$ cat src/rtl/dir_pkg.sv
package dir_pkg;

  typedef enum logic [1:0] {
    MSG_NONE         = 2'd0,
    MSG_RECALL_SHARE = 2'd1,
    MSG_RECALL_INV   = 2'd2,
    MSG_INVAL        = 2'd3
  } msg_kind_e;

  typedef enum logic [2:0] {
    ST_IDLE,
    ST_DECIDE,
    ST_SEND,
    ST_WAIT,
    ST_FINISH
  } dir_state_e;

  // number of set bits in a presence vector (zero-extended)
  function automatic int count_ones(input logic [63:0] v);
    int n = 0;
    for (int k = 0; k < 64; k++) n += int'(v[k]);
    return n;
  endfunction

  // index of the lowest set bit, 0 when none
  function automatic int lowest_set(input logic [63:0] v);
    int idx = 0;
    for (int k = 63; k >= 0; k--) if (v[k]) idx = k;
    return idx;
  endfunction

  // memory contents after reset
  function automatic logic [63:0] mem_seed(input int blk);
    return 64'hA5A5_0000 + 64'(blk) * 64'h101;
  endfunction

endpackage

$ cat src/rtl/dir_entry_store.sv
module dir_entry_store #(
  parameter int NPROC  = 4,
  parameter int NBLK   = 8,
  parameter int DATA_W = 32,
  parameter int BW     = 3
) (
  input  logic              clk,
  input  logic              rst_n,
  input  logic [BW-1:0]     rd_blk,
  output logic [NPROC-1:0]  rd_pres,
  output logic              rd_dirty,
  output logic [DATA_W-1:0] rd_data,
  input  logic              ent_we,
  input  logic [BW-1:0]     ent_blk,
  input  logic [NPROC-1:0]  ent_pres,
  input  logic              ent_dirty,
  input  logic              dat_we,
  input  logic [BW-1:0]     dat_blk,
  input  logic [DATA_W-1:0] dat_wdata
);

  logic [NPROC-1:0]  pres_w  [NBLK];
  logic              dirty_w [NBLK];
  logic [DATA_W-1:0] data_w  [NBLK];

  for (genvar b = 0; b < NBLK; b++) begin : g_blk
    localparam logic [63:0] SEED = dir_pkg::mem_seed(b);
    logic [NPROC-1:0]  pres_q;
    logic              dirty_q;
    logic [DATA_W-1:0] data_q;

    always_ff @(posedge clk or negedge rst_n) begin
      if (!rst_n) begin
        pres_q  <= '0;
        dirty_q <= 1'b0;
        data_q  <= SEED[DATA_W-1:0];
      end else begin
        if (ent_we && ent_blk == BW'(b)) begin
          pres_q  <= ent_pres;
          dirty_q <= ent_dirty;
        end
        if (dat_we && dat_blk == BW'(b)) data_q <= dat_wdata;
      end
    end

    assign pres_w[b]  = pres_q;
    assign dirty_w[b] = dirty_q;
    assign data_w[b]  = data_q;

    // an exclusive block has exactly one holder
    assert_owner_unique_R6: assert property (@(posedge clk) disable iff (!rst_n)
      dirty_q |-> ($countones(pres_q) == 1));
  end

  assign rd_pres  = pres_w[rd_blk];
  assign rd_dirty = dirty_w[rd_blk];
  assign rd_data  = data_w[rd_blk];

endmodule

$ cat src/rtl/dir_msg_seq.sv
module dir_msg_seq
  import dir_pkg::*;
#(
  parameter int NPROC = 4,
  parameter int BW    = 3,
  parameter int PW    = 2
) (
  input  logic             clk,
  input  logic             rst_n,
  input  logic             load,
  input  logic [NPROC-1:0] load_mask,
  input  msg_kind_e        load_kind,
  input  logic [BW-1:0]    load_blk,
  output logic             msg_valid,
  output logic [PW-1:0]    msg_dest,
  output msg_kind_e        msg_kind,
  output logic [BW-1:0]    msg_blk,
  output logic             seq_idle
);

  logic [NPROC-1:0] pending_q;
  msg_kind_e        kind_q;
  logic [BW-1:0]    blk_q;

  always_comb begin
    msg_valid = |pending_q;
    msg_dest  = PW'(lowest_set(64'(pending_q)));
    msg_kind  = msg_valid ? kind_q : MSG_NONE;
    msg_blk   = blk_q;
    seq_idle  = !msg_valid;
  end

  always_ff @(posedge clk or negedge rst_n) begin
    if (!rst_n) begin
      pending_q <= '0;
      kind_q    <= MSG_NONE;
      blk_q     <= '0;
    end else if (load) begin
      pending_q <= load_mask;
      kind_q    <= load_kind;
      blk_q     <= load_blk;
    end else if (msg_valid) begin
      pending_q <= pending_q & ~(NPROC'(1) << msg_dest);
    end
  end

  // consecutive messages walk the processor indices upward
  assert_dest_ascending_R4: assert property (@(posedge clk) disable iff (!rst_n)
    (msg_valid && $past(msg_valid)) |-> (msg_dest > $past(msg_dest)));

endmodule

$ cat src/rtl/dir_ack_ctr.sv
module dir_ack_ctr #(
  parameter int CW = 3
) (
  input  logic          clk,
  input  logic          rst_n,
  input  logic          clear,
  input  logic [CW-1:0] expect_n,
  input  logic          ack,
  output logic          all_acked
);

  logic [CW-1:0] count_q;
  logic [CW-1:0] expect_q;

  assign all_acked = (count_q == expect_q);

  always_ff @(posedge clk or negedge rst_n) begin
    if (!rst_n) begin
      count_q  <= '0;
      expect_q <= '0;
    end else if (clear) begin
      count_q  <= '0;
      expect_q <= expect_n;
    end else if (ack) begin
      count_q  <= count_q + CW'(1);
    end
  end

  assert_ack_no_overflow_R5: assert property (@(posedge clk) disable iff (!rst_n)
    count_q <= expect_q);

endmodule

$ cat src/rtl/dir_ctrl.sv
module dir_ctrl
  import dir_pkg::*;
#(
  parameter int NPROC  = 4,
  parameter int NBLK   = 8,
  parameter int DATA_W = 32,
  localparam int PW    = $clog2(NPROC),
  localparam int BW    = $clog2(NBLK)
) (
  input  logic              clk,
  input  logic              rst_n,
  input  logic              req_valid,
  output logic              req_ready,
  input  logic [PW-1:0]     req_proc,
  input  logic              req_write,
  input  logic [BW-1:0]     req_blk,
  output logic              msg_valid,
  output logic [1:0]        msg_kind,
  output logic [PW-1:0]     msg_dest,
  output logic [BW-1:0]     msg_blk,
  input  logic              rsp_valid,
  input  logic [PW-1:0]     rsp_proc,
  input  logic              rsp_is_data,
  input  logic [DATA_W-1:0] rsp_data,
  output logic              gnt_valid,
  output logic [PW-1:0]     gnt_proc,
  output logic              gnt_write,
  output logic [BW-1:0]     gnt_blk,
  output logic [DATA_W-1:0] gnt_data
);

  localparam int CW = $clog2(NPROC + 1);

  dir_state_e        st_q;
  logic [PW-1:0]     r_proc, r_owner;
  logic              r_write;
  logic [BW-1:0]     r_blk;
  logic              r_need_data, r_got_data;
  logic [DATA_W-1:0] r_data;
  logic [NPROC-1:0]  r_newpres;
  logic              r_newdirty;

  logic              gnt_valid_q, gnt_write_q;
  logic [PW-1:0]     gnt_proc_q;
  logic [BW-1:0]     gnt_blk_q;
  logic [DATA_W-1:0] gnt_data_q;

  logic [NPROC-1:0]  rd_pres;
  logic              rd_dirty;
  logic [DATA_W-1:0] rd_data;

  // named internal events
  logic ev_accept, ev_waiting, ev_data_in, ev_ack_in, ev_done, ev_finish;
  logic seq_idle, all_acked;
  msg_kind_e seq_kind_out;

  // decision for the request under lookup
  logic [NPROC-1:0] bit_i, sharers;
  logic [PW-1:0]    owner;
  dir_state_e       d_next;
  logic [NPROC-1:0] d_pres, d_mask;
  logic             d_dirty, d_need_data, d_load;
  msg_kind_e        d_kind;
  logic [CW-1:0]    d_ack_n;

  assign req_ready  = (st_q == ST_IDLE);
  assign ev_accept  = req_valid && req_ready;
  assign ev_waiting = (st_q == ST_SEND) || (st_q == ST_WAIT);
  assign ev_data_in = ev_waiting && rsp_valid && rsp_is_data && r_need_data && (rsp_proc == r_owner);
  assign ev_ack_in  = ev_waiting && rsp_valid && !rsp_is_data && !r_need_data;
  assign ev_done    = r_need_data ? r_got_data : all_acked;
  assign ev_finish  = (st_q == ST_FINISH);

  always_comb begin
    bit_i       = NPROC'(1) << r_proc;
    owner       = PW'(lowest_set(64'(rd_pres)));
    sharers     = rd_pres & ~bit_i;
    d_next      = ST_FINISH;
    d_pres      = rd_pres;
    d_dirty     = rd_dirty;
    d_need_data = 1'b0;
    d_load      = 1'b0;
    d_mask      = '0;
    d_kind      = MSG_NONE;
    d_ack_n     = '0;
    if (rd_dirty && owner == r_proc) begin
      d_next = ST_FINISH;                       // requester already holds it
    end else if (!r_write) begin
      d_pres  = rd_pres | bit_i;
      d_dirty = 1'b0;
      if (rd_dirty) begin
        d_load      = 1'b1;
        d_mask      = NPROC'(1) << owner;
        d_kind      = MSG_RECALL_SHARE;
        d_need_data = 1'b1;
        d_next      = ST_SEND;
      end
    end else begin
      d_pres  = bit_i;
      d_dirty = 1'b1;
      if (rd_dirty) begin
        d_load      = 1'b1;
        d_mask      = NPROC'(1) << owner;
        d_kind      = MSG_RECALL_INV;
        d_need_data = 1'b1;
        d_next      = ST_SEND;
      end else if (|sharers) begin
        d_load  = 1'b1;
        d_mask  = sharers;
        d_kind  = MSG_INVAL;
        d_ack_n = CW'(count_ones(64'(sharers)));
        d_next  = ST_SEND;
      end
    end
  end

  always_ff @(posedge clk or negedge rst_n) begin
    if (!rst_n) begin
      st_q        <= ST_IDLE;
      r_proc      <= '0;
      r_owner     <= '0;
      r_write     <= 1'b0;
      r_blk       <= '0;
      r_need_data <= 1'b0;
      r_got_data  <= 1'b0;
      r_data      <= '0;
      r_newpres   <= '0;
      r_newdirty  <= 1'b0;
      gnt_valid_q <= 1'b0;
      gnt_write_q <= 1'b0;
      gnt_proc_q  <= '0;
      gnt_blk_q   <= '0;
      gnt_data_q  <= '0;
    end else begin
      gnt_valid_q <= 1'b0;
      if (ev_data_in) begin
        r_got_data <= 1'b1;
        r_data     <= rsp_data;
      end
      unique case (st_q)
        ST_IDLE: if (ev_accept) begin
          r_proc  <= req_proc;
          r_write <= req_write;
          r_blk   <= req_blk;
          st_q    <= ST_DECIDE;
        end
        ST_DECIDE: begin
          r_newpres   <= d_pres;
          r_newdirty  <= d_dirty;
          r_need_data <= d_need_data;
          r_got_data  <= 1'b0;
          r_data      <= rd_data;
          r_owner     <= owner;
          st_q        <= d_next;
        end
        ST_SEND: if (seq_idle) st_q <= ST_WAIT;
        ST_WAIT: if (ev_done) st_q <= ST_FINISH;
        ST_FINISH: begin
          gnt_valid_q <= 1'b1;
          gnt_proc_q  <= r_proc;
          gnt_write_q <= r_write;
          gnt_blk_q   <= r_blk;
          gnt_data_q  <= r_data;
          st_q        <= ST_IDLE;
        end
        default: st_q <= ST_IDLE;
      endcase
    end
  end

  dir_entry_store #(.NPROC(NPROC), .NBLK(NBLK), .DATA_W(DATA_W), .BW(BW)) u_store (
    .clk, .rst_n,
    .rd_blk   (r_blk),
    .rd_pres  (rd_pres),
    .rd_dirty (rd_dirty),
    .rd_data  (rd_data),
    .ent_we   (ev_finish),
    .ent_blk  (r_blk),
    .ent_pres (r_newpres),
    .ent_dirty(r_newdirty),
    .dat_we   (ev_data_in),
    .dat_blk  (r_blk),
    .dat_wdata(rsp_data)
  );

  dir_msg_seq #(.NPROC(NPROC), .BW(BW), .PW(PW)) u_seq (
    .clk, .rst_n,
    .load     (st_q == ST_DECIDE && d_load),
    .load_mask(d_mask),
    .load_kind(d_kind),
    .load_blk (r_blk),
    .msg_valid(msg_valid),
    .msg_dest (msg_dest),
    .msg_kind (seq_kind_out),
    .msg_blk  (msg_blk),
    .seq_idle (seq_idle)
  );
  assign msg_kind = seq_kind_out;

  dir_ack_ctr #(.CW(CW)) u_ack (
    .clk, .rst_n,
    .clear    (st_q == ST_DECIDE),
    .expect_n (d_ack_n),
    .ack      (ev_ack_in),
    .all_acked(all_acked)
  );

  assign gnt_valid = gnt_valid_q;
  assign gnt_proc  = gnt_proc_q;
  assign gnt_write = gnt_write_q;
  assign gnt_blk   = gnt_blk_q;
  assign gnt_data  = gnt_data_q;

  assert_msg_only_busy_R9: assert property (@(posedge clk) disable iff (!rst_n)
    msg_valid |-> !req_ready);

  assert_no_broadcast_R10: assert property (@(posedge clk) disable iff (!rst_n)
    msg_valid |-> rd_pres[msg_dest]);

  assert_grant_after_acks_R5: assert property (@(posedge clk) disable iff (!rst_n)
    ev_finish |-> all_acked);

  assert_grant_pulse_R9: assert property (@(posedge clk) disable iff (!rst_n)
    gnt_valid |=> !gnt_valid);

endmodule

$ cat config.mk
export PLATFORM = sky130hd
export DESIGN_NAME = dir_ctrl
export DESIGN_NICKNAME = d
export VERILOG_FILES = /design/src/rtl/dir_pkg.sv /design/src/rtl/dir_entry_store.sv /design/src/rtl/dir_msg_seq.sv /design/src/rtl/dir_ack_ctr.sv /design/src/rtl/dir_ctrl.sv
export SDC_FILE = /design/constraint.sdc
export NUM_CORES = 1
export LEC_CHECK = 0
export ABC_AREA = 1
export ABC_CLOCK_PERIOD_IN_PS = 3600
export BUFFER_PORTS_ARGS = -buffer_cell sky130_fd_sc_hd__buf_2
export CORE_ASPECT_RATIO = 1.5
export CORE_MARGIN = 3
export CORE_UTILIZATION = 60
export CTS_BUF_LIST = sky130_fd_sc_hd__clkbuf_4 sky130_fd_sc_hd__clkbuf_8
export CTS_CLUSTER_DIAMETER = 50
export DETAILED_ROUTE_END_ITERATION = 12
export PLACE_DENSITY = 0.76
export SLEW_MARGIN = 20
export SYNTH_ARGS = -nofsm -noshare
export SYNTH_HDL_FRONTEND = slang
export SYNTH_SLANG_ARGS = --single-unit
$ cat constraint.sdc
create_clock -name clk -period 3.6 [get_ports clk]
set_input_delay 0.18 -clock clk [delete_from_list [all_inputs] [get_ports clk]]
set_output_delay 0.18 -clock clk [all_outputs]
set_load 0.1 [all_outputs]
### Yosys cells after proc, flatten, opt, wreduce, memory -nomap -nowiden

Cells that the tools add are included.
Widths: inputs -> output; s select.

* output and inout port bits: 48
* memory bits (writable): 0
* latch bits: 0
* bits in read-only memories: 0
* register bits after elaboration: 400
* input port bits: 45
* memories: 0
* logic and storage cells: 173

* bitwise gates (word level): 6
* magnitude comparators: 1
* muxes and demuxes: 61
* shift-type cells: 3
* multiply operators: 0
* divide/modulo/power cells: 0
* equality and inequality tests: 17
* reduce and logical (&&, ||, !) cells: 37
* add/sub/neg operators: 4

Operator list (number)
* $mux 32: 4
* $bmux 32 s3: 1
* $mux 4: 11
* $mux 3: 14
* $mux 2: 13
* $logic_and 1x1->1: 25
* $eq 3x3->1 const B: 5
* $mux 1: 15
* $bmux 4 s3: 1
* $eq 3x2->1 const B: 4
* $pmux 3 s4: 1
* $shl 1x2->4 const A: 3
* $and 4x4->4: 2
* $not 4->4: 2
* $reduce_or 4->1: 2
* $eq 3x1->1 const B: 2
* $logic_not 3->1: 2
* $reduce_bool 2->1: 3
* $eq 2x2->1: 2
* $ge 4x4->1 const B: 1
* $ne 2x2->1 const B: 2
* $not 3->4: 1
* $or 4x4->4: 1
* $add 2x1->3: 1
* 10 further kinds: 11

### Logic depth before layout (Yosys ltp)

Gate-level depths: netlist (run 1).

* word-level depth: 13
* depth in mapped cells: 19
* depth with buffers taken out: 17

### Cells and area by module

From an unflattened synthesis (run 1), not the netlist that was laid out.

* cells, all modules: 2607
* area total of the unflattened synthesis: 19419.9 µm²

Modules (own cells, without submodules)
* dir_entry_store: cells an instance 1991, area each 14542.7 µm², instances 1
* dir_ctrl: cells an instance 529, area each 4174.0 µm², instances 1
* dir_msg_seq: cells an instance 53, area each 417.9 µm², instances 1
* dir_ack_ctr: cells an instance 34, area each 285.3 µm², instances 1

### Worst setup path before layout (run 1)

OpenSTA, ideal clock, no wires.

* path type: reg2out
* start: reg u_seq.pending_q[2]
* end: out msg_kind[0]
* arrival: 2.511 ns
* data required time: 3.420 ns
* slack: 0.909 ns
* stages on the path, launching flop included: 5
* cells stage by stage: dfrtp_1 > nor2_1 > nand2_1 > inv_1 > nor2_1

* word-level cells in the longest chain between the ends: 2

RTL lines
* from (decl): RTL line dir_msg_seq.sv:21 `logic [NPROC-1:0] pending_q;`
* from (signal assigned): RTL line dir_msg_seq.sv:39 `pending_q <= load_mask;`
* from (signal assigned): RTL line dir_msg_seq.sv:43 `pending_q <= pending_q & ~(NPROC'(1) << msg_dest);`
* $reduce_or 4->1: RTL line dir_msg_seq.sv:26 `msg_valid = |pending_q;`
* net msg_valid: RTL line dir_ctrl.sv:17 `output logic msg_valid,`
* $mux 2: RTL line dir_msg_seq.sv:28 `msg_kind = msg_valid ? kind_q : MSG_NONE;`
* to (decl): RTL line dir_ctrl.sv:18 `output logic [1:0] msg_kind,`

The timed path passes the listed nets, and every way through them passes these cells.

### Final worst setup path (run 1)

* start: reg r_blk[0]
* end: reg u_ack.expect_q[1]

* word-level cells in the longest chain between the ends: 12

RTL lines
* from (decl): RTL line dir_ctrl.sv:37 `logic [BW-1:0] r_blk;`
* from (signal assigned): RTL line dir_ctrl.sv:144 `r_blk <= req_blk;`
* $not 3->4 (implied by the code) (*): RTL line dir_entry_store.sv:55, dir_entry_store.sv:56
* $bmux 4 s3: RTL line dir_entry_store.sv:55 `assign rd_pres = pres_w[rd_blk];`
* $mux 4 (implied by the code) (2 in series): RTL line dir_entry_store.sv:55
* $and 4x4->4: RTL line dir_ctrl.sv:77 `sharers = rd_pres & ~bit_i;`
* $add 1x1->2: RTL line dir_pkg.sv:21 `for (int k = 0; k < 64; k++) n += int'(v[k]);`
* $add 2x1->3: RTL line dir_pkg.sv:21
* $add 3x1->3: RTL line dir_pkg.sv:21
* $mux 3: RTL line dir_ctrl.sv:107 `end else if (|sharers) begin`
* $mux 3: RTL line dir_ctrl.sv:101 `if (rd_dirty) begin`
* $mux 3: RTL line dir_ctrl.sv:88 `end else if (!r_write) begin`
* $mux 3 (*): RTL line dir_ctrl.sv:86 `if (rd_dirty && owner == r_proc) begin`
* to (signal assigned): RTL line dir_ack_ctr.sv:23 `expect_q <= expect_n;`
* to (decl): RTL line dir_ack_ctr.sv:13 `logic [CW-1:0] expect_q;`

Every way passes the cells marked *; elsewhere a longest branch is shown, timed or not. The select of a mux whose other input is x is not followed.
A chain may end at the register's enable or synchronous reset.

==> impl_metrics.env, run 1 <==
export IMPL_status="finished clean"
export IMPL_sw_frac_of_total=0.438
export IMPL_initial_core_util=0.614
export IMPL_coreArea_sq_um=28200
export IMPL_cts_buffers=58
export IMPL_dr_max_layer_used="met4"
export IMPL_fp_row_count=75
export IMPL_seq_power_share=0.376
export IMPL_stdcell_area_sq_um=19800
export IMPL_io_pin_count=93
export IMPL_syn_area_per_cell_sq_um=9.04
export IMPL_slew_headroom=0.333
export IMPL_antenna_found_initial=0
export IMPL_synth_cells=1918
export IMPL_ant_nets=0
export IMPL_cp_required_ns=4.12
export IMPL_hold_path_cell_count=5
export IMPL_end_kind="flop"
export IMPL_p_comb_frac=0.381
export IMPL_place_gp_congestion=0.881
export IMPL_port_buffers=92
export IMPL_gr_total_overflow=0
export IMPL_synth_main_ff_cell="dfrtp_1"
export IMPL_drt_vias_per_instance=5.83
export IMPL_met1_length_microns=18100
export IMPL_switchingPower_w=0.00675
export IMPL_clockRootBuffer="clkbuf_8"
export IMPL_grt_max_degree=124
export IMPL_hold_viol=0
export IMPL_synth_top_cell_by_area="dfrtp_1"
export IMPL_p_leak_nw=9.07
export IMPL_crit_type="flop to flop"
export IMPL_n_antenna_cell=0
export IMPL_netlist_top_cells_area="dfrtp_1, dfstp_2, nand2_1"
export IMPL_grt_pass1_wl_microns=72800
export IMPL_r2r_cells=16
export IMPL_htree_levels=2
export IMPL_clkPwrFrac=0.243
export IMPL_cts_buffer_depth=3
export IMPL_p_int_w=0.00868
export IMPL_p_per_area_nw_per_um2=779
export IMPL_cts_clk_slew_worst_paths_ns=0.06
export IMPL_syn_cell_area_sq_um=17300
export IMPL_cp_start_kind="flop"
export IMPL_cp_max_fo=21
export IMPL_fin_setup_tns_ns=0
export IMPL_drt_total_wl_microns=44400
export IMPL_nets=2072
export IMPL_fp_dieArea_sq_um=31000
export IMPL_hold_buffers=41
export IMPL_hold_class="primary input to flop"
export IMPL_die_h_microns=214
export IMPL_synth_cell_types=43
export IMPL_clock_latency_ns=0.62
export IMPL_die_width_microns=145
export IMPL_maxCapViolCount=0
export IMPL_grt_pass1_vias=14100
export IMPL_met3WireLength_microns=2730
export IMPL_rsz0062_at_grt="false"
export IMPL_numClockSinks=400
export IMPL_track_usage=0.292
export IMPL_skew_ns=0.0182
export IMPL_drt_pass1_iter_count=6
export IMPL_yosysSeqAreaShare=0.583
export IMPL_cts_tree="yes"
export IMPL_placed_cell_area_sq_um=18200
export IMPL_slew_viol_final=0
export IMPL_drt_iter0_drc=1155
export IMPL_fmax_mhz=320
export IMPL_synth_edf_count=0
export IMPL_drive_gt1_frac=0.177
export IMPL_synthesis_nets=1968
export IMPL_cts_setup_buffers=0
export IMPL_area_growth_pct=14.2
export IMPL_finalCritPeriodShare=0.868
export IMPL_synth_seq_cells=400
export IMPL_tightest_slew_ns=0.995
export IMPL_wl_per_cell_microns=18.1
export IMPL_ys_warn_count=0
export IMPL_drc=0
export IMPL_crit_arrival_ns=3.64
export IMPL_vias=14300
export IMPL_async_flop_share=1.00
export IMPL_finalSetupViolCount=0
export IMPL_dp_hpwl_microns=24800
export IMPL_route_met2_wl_microns=22300
export IMPL_cts_resized=0
export IMPL_yosysTopAreaCellShare=0.450
export IMPL_vdd_drop_max_uv=523
export IMPL_min_period_ns=3.12
power by group through the flow:
stage | logic [W] | registers (W) | clock network [W]
4_1_cts | 0.00587 | 0.00578 | 0.00381
5_1_grt | 0.00636 | 0.00588 | 0.00403
2_1_floorplan | 0.00309 | 0.00711 | 0
6_report | 0.00587 | 0.00580 | 0.00376
3_3_place_gp | 0.00573 | 0.00583 | 0
3_5_place_dp | 0.00582 | 0.00585 | 0
Yosys cell counts (2+ instances only):
cell,n
buf_6,5
a21oi_1,67
buf_2,8
o211ai_1,33
o21ai_1,2
nor2_1,32
nand3_2,4
dfrtp_1,312
buf_1,22
clkbuf_1,82
nor2_2,4
nand2_2,11
a31oi_1,13
o21ai_0,314
nor2_4,2
nand3_1,17
a22oi_1,116
nand4_1,3
o21ai_2,4
inv_2,7
inv_1,102
o22ai_1,5
o31ai_1,35
nand2_1,608
dfstp_2,88
ha_1,4
a21oi_2,2
cells in the final DEF, fill, tap and decap left out, types with 33 or more instances in the layout:
cell	n
inv_1	101
o211ai_1	33
o21ai_0	314
clkbuf_8	68
nand2_1	599
dfstp_2	88
a22oi_1	116
dlygate4sd3_1	41
buf_2	91
clkbuf_4	36
o31ai_1	35
a21oi_1	67
dfrtp_1	311
stage by stage:
stage / setup WS (ns) / util / total power (W) / hold slack (ns) / std cells
floorplan: 0.909 / - / 0.0102 / -0.116 / 1918
global placement: 0.619 / 0.643 / 0.0116 / 0.346 / 2306
detailed placement: 0.504 / 0.643 / 0.0117 / 0.347 / 2306
CTS: 0.492 / 0.701 / 0.0155 / 0.0146 / 2455
global route: 0.239 / 0.701 / 0.0163 / 0.0879 / 2455
finish: 0.476 / 0.701 / 0.0154 / 0.0416 / 2455
sequential cells by signal, summed over array words and instances (netlist names), 3 cells and up:
| signal | count |
|---|---|
| u_seq.msg_blk | 3 |
| u_ack.expect_q | 3 |
| r_blk | 3 |
| st_q | 3 |
| r_newpres | 4 |
| u_store.g_blk.pres_q | 32 |
| u_store.g_blk.data_q | 256 |
| u_store.g_blk.dirty_q | 8 |
| r_data | 32 |
| u_seq.pending_q | 4 |
| gnt_blk | 3 |
| gnt_data | 32 |
| u_ack.count_q | 3 |
worst max-delay path, stage by stage (launching register included):
cell and delay (ns):
dfrtp_1 0.63, inv_4 0.33, nand2_1 0.08, nand2_1 0.06
nand2_1 0.04, nand2_1 0.09, nand2_1 0.06, nand2_2 0.12
inv_2 0.06, a21oi_1 0.23, inv_1 0.12, fa_1 0.52
inv_1 0.04, ha_1 0.19, ha_1 0.27, inv_1 0.04
o22ai_1 0.15
cell type report:
| class | count | area [sq um] |
|---|---|---|
| clock buffer | 104 | 1210 |
| sequential | 400 | 10100 |
| fill | 2256 | 8430 |
| clock inverter | 4 | 22.5 |
| multi-input combinational | 1290 | 6360 |
| tap | 385 | 482 |
| timing repair buffer | 161 | 1200 |
| inverter | 111 | 419 |
per-layer routing:
metal | track usage | up-vias
met5 | 0 | -
met4 | 0.102 | 0
met3 | 0.0433 | 101
met2 | 0.489 | 547
met1 | 0.388 | 6989
li1 | - | 6666
worst paths after layout:
path	startpoint	to	slack (ns)
worst min-delay path	rsp_valid	u_ack.count_q[1]$_DFFE_PN0P_	0.04
worst max register to register	r_blk[0]$_DFFE_PN0P_	u_ack.expect_q[1]$_DFFE_PN0P_	0.48
worst max-delay path	r_blk[0]$_DFFE_PN0P_	u_ack.expect_q[1]$_DFFE_PN0P_	0.48
worst min register to register	r_data[29]$_DFFE_PN0P_	gnt_data[29]$_DFFE_PN0P_	0.47
max in group asynchronous	rst_n	u_store.g_blk[7].data_q[18]$_DFFE_PN1P_	2.36
min in group asynchronous	rst_n	u_store.g_blk[6].pres_q[2]$_DFFE_PN0P_	0.26
cells by family (layout without fill, tap and decap cells):
kind of cell,Yosys count,in the layout,synth area share
AND/OR/NAND/NOR,686,686,0.156
AO/OA/AOI/OAI,597,597,0.203
flip-flops,400,400,0.583
buffers and inverters,228,380,0.0522
adder cells (fa/ha/maj),5,5,0.00404
XOR/XNOR,2,2,0.00101
Power figures use the tool's default switching activity.
==> run 2: changes to the inputs <==
- CELL_PAD_IN_SITES_DETAIL_PLACEMENT: default -> 0
- CELL_PAD_IN_SITES_GLOBAL_PLACEMENT: default -> 1
- CORE_UTILIZATION: 60 -> 49
- PLACE_DENSITY: 0.76 -> 0.8
==> impl_metrics.env, run 2 (synthesis gave the netlist of run 1 again) <==
export IMPL_clockRootBuffer="clkbuf_8"
export IMPL_cp_start_kind="flop"
export IMPL_regToRegSetupSlack_ns=0.50
export IMPL_drt_pass1_iter_count=7
export IMPL_slew_headroom=0.274
export IMPL_multi_input_area_sq_um=6360
export IMPL_cts_resized=0
export IMPL_final_cell_mix="nand2_1, o21ai_0, dfrtp_1"
export IMPL_hold_class="primary input to flop"
export IMPL_path_buf_inv=5
export IMPL_n_antenna_cell=0
export IMPL_regArea_sq_um=10100
export IMPL_final_util=0.582
export IMPL_cp_endpoint="u_ack.expect_q[1]$_DFFE_PN0P_"
export IMPL_cts_clk_slew_worst_paths_ns=0.07
export IMPL_fp_row_count=83
export IMPL_cts_buffers=61
export IMPL_final_common_cell="nand2_1"
export IMPL_fin_setup_tns_ns=0
export IMPL_coreArea_sq_um=34600
export IMPL_fmax_mhz=322
export IMPL_skew_ns=0.0223
export IMPL_maxCapViolCount=0
export IMPL_whs_ns=0.0504
export IMPL_drc=0
export IMPL_critPathLaunch="r_blk[0]$_DFFE_PN0P_"
export IMPL_place_gp_congestion=0.828
export IMPL_die_h_microns=236
export IMPL_r2r_end="u_ack.expect_q[1]$_DFFE_PN0P_"
export IMPL_drt_total_wl_microns=46600
export IMPL_end_kind="flop"
export IMPL_antenna_found_initial=0
export IMPL_grt_pass1_wl_microns=75900
export IMPL_num_fill_cells=3199
export IMPL_regMostFlops="u_store.g_blk.data_q"
export IMPL_vdd_drop_max_uv=594
export IMPL_nets=2084
export IMPL_path_depth=16
export IMPL_p_leak_nw=9.18
export IMPL_crit_type="flop to flop"
export IMPL_gr_total_overflow=0
export IMPL_dp_hpwl_microns=27000
export IMPL_crit_path_frequent_cell="nand2_1"
export IMPL_cts_buffer_depth=3
export IMPL_crit_arrival_ns=3.61
export IMPL_min_period_ns=3.10
export IMPL_die_width_microns=160
export IMPL_io_pin_count=93
export IMPL_rsz0062_at_grt="false"
export IMPL_crit_slowest_cell="dfrtp_1"
export IMPL_finalSetupViolCount=0
export IMPL_grt_max_degree=111
export IMPL_clock_latency_ns=0.63
export IMPL_htree_levels=2
export IMPL_ant_nets=0
export IMPL_initial_core_util=0.502
export IMPL_area_growth_pct=16.0
export IMPL_cp_required_ns=4.10
export IMPL_r2r_start="r_blk[0]$_DFFE_PN0P_"
export IMPL_cts_tree="yes"
export IMPL_largest_register_ffs=256
export IMPL_track_usage=0.248
export IMPL_wl_per_cell_microns=18.2
export IMPL_vias=13900
export IMPL_drt_iter0_drc=1139
export IMPL_fp_dieArea_sq_um=37700
export IMPL_p_per_area_nw_per_um2=790
export IMPL_status="finished clean"
export IMPL_cts_setup_buffers=0
export IMPL_port_buffers=92
export IMPL_crit_path_max_incr_delay_ns=0.64
export IMPL_drive_gt1_frac=0.183
export IMPL_crit_family="adder cells"
export IMPL_r2r_cells=16
export IMPL_slew_viol_final=0
export IMPL_grt_pass1_vias=13900
export IMPL_finalCritPeriodShare=0.862
export IMPL_tightest_slew_ns=1.08
export IMPL_hold_viol=0
export IMPL_cp_max_fo=21
export IMPL_path_cells="inv_4, nand2_1, nand2_1, nand2_1, nand2_1, nand2_1, nand2_2, inv_2, a21oi_1, inv_1, fa_1, inv_1, ha_1, ha_1, inv_1, o22ai_1"
export IMPL_numClockSinks=400
export IMPL_drt_vias_per_instance=5.46
## run 2: cell count changes in the layout (fill, tap and decap cells not counted), sizes merged
cell | previous run | this run
buf | 120 | 128
clkbuf | 104 | 108
bufinv | 0 | 3
clkinv | 4 | 5
dlygate4sd3 | 41 | 42
inv | 110 | 109
## run 2: cell type report
type	count	area share
Timing Repair Buffer	170	0.0615
Tap cell	467	0.0290
Inverter	111	0.0208
Clock inverter	7	0.00560
Clock buffer	108	0.0639
Sequential cell	400	0.503
Multi-Input combinational cell	1290	0.316
## run 2: how the worst min path moves through the flow
stage,to,startpoint,slack [ns],depth (start not counted)
4_1_cts,u_ack.count_q[2]$_DFFE_PN0P_,rsp_valid,0.01,5
6_report,u_ack.count_q[2]$_DFFE_PN0P_,rsp_valid,0.05,5
3_3_place_gp,u_store.g_blk[0].pres_q[2]$_DFFE_PN0P_,rst_n,0.33,1
3_5_place_dp,u_store.g_blk[0].pres_q[2]$_DFFE_PN0P_,rst_n,0.34,1
5_1_grt,u_ack.count_q[0]$_DFFE_PN0P_,rsp_valid,0.06,4
2_1_floorplan,gnt_blk[0]$_DFFE_PN0P_,rst_n,-0.12,0
## run 2: per-stage QoR
step	worst slack (ns)	instance area [sq um]	std cells	power [W]
floorplan	0.909	17300	1918	0.0102
global placement	0.536	18300	2396	0.0117
detailed placement	0.539	18300	2396	0.0117
CTS	0.507	20100	2553	0.0160
global route	0.179	20100	2553	0.0168
finish	0.498	20100	2553	0.0159
## run 2: worst min-delay path, stage by stage
cell and delay [ns]:
buf_2 0.10, nand3_1 0.09, nor3_1 0.10, nand2_1 0.09, a21oi_1 0.07
## run 2: power breakdown
group	total [W]	leakage [nW]	switching [W]	internal (W)
registers	0.00580	5.10	0.000527	0.00527
logic	0.00588	3.33	0.00457	0.00131
clock network	0.00420	0.748	0.00176	0.00244
total	0.0159	9.18	0.00686	0.00902
## run 2: per-layer routing
layer / part of all wire / GRT usage
met5: 0 / 0
met4: 0.026 / 0.0696
met3: 0.043 / 0.0300
met2: 0.50 / 0.436
met1: 0.43 / 0.326
## run 2: what timing repair did
action	in CTS	in global routing
endpoints found under the setup margin	0	0
hold buffers	42	0
hold endpoints to repair	352	0
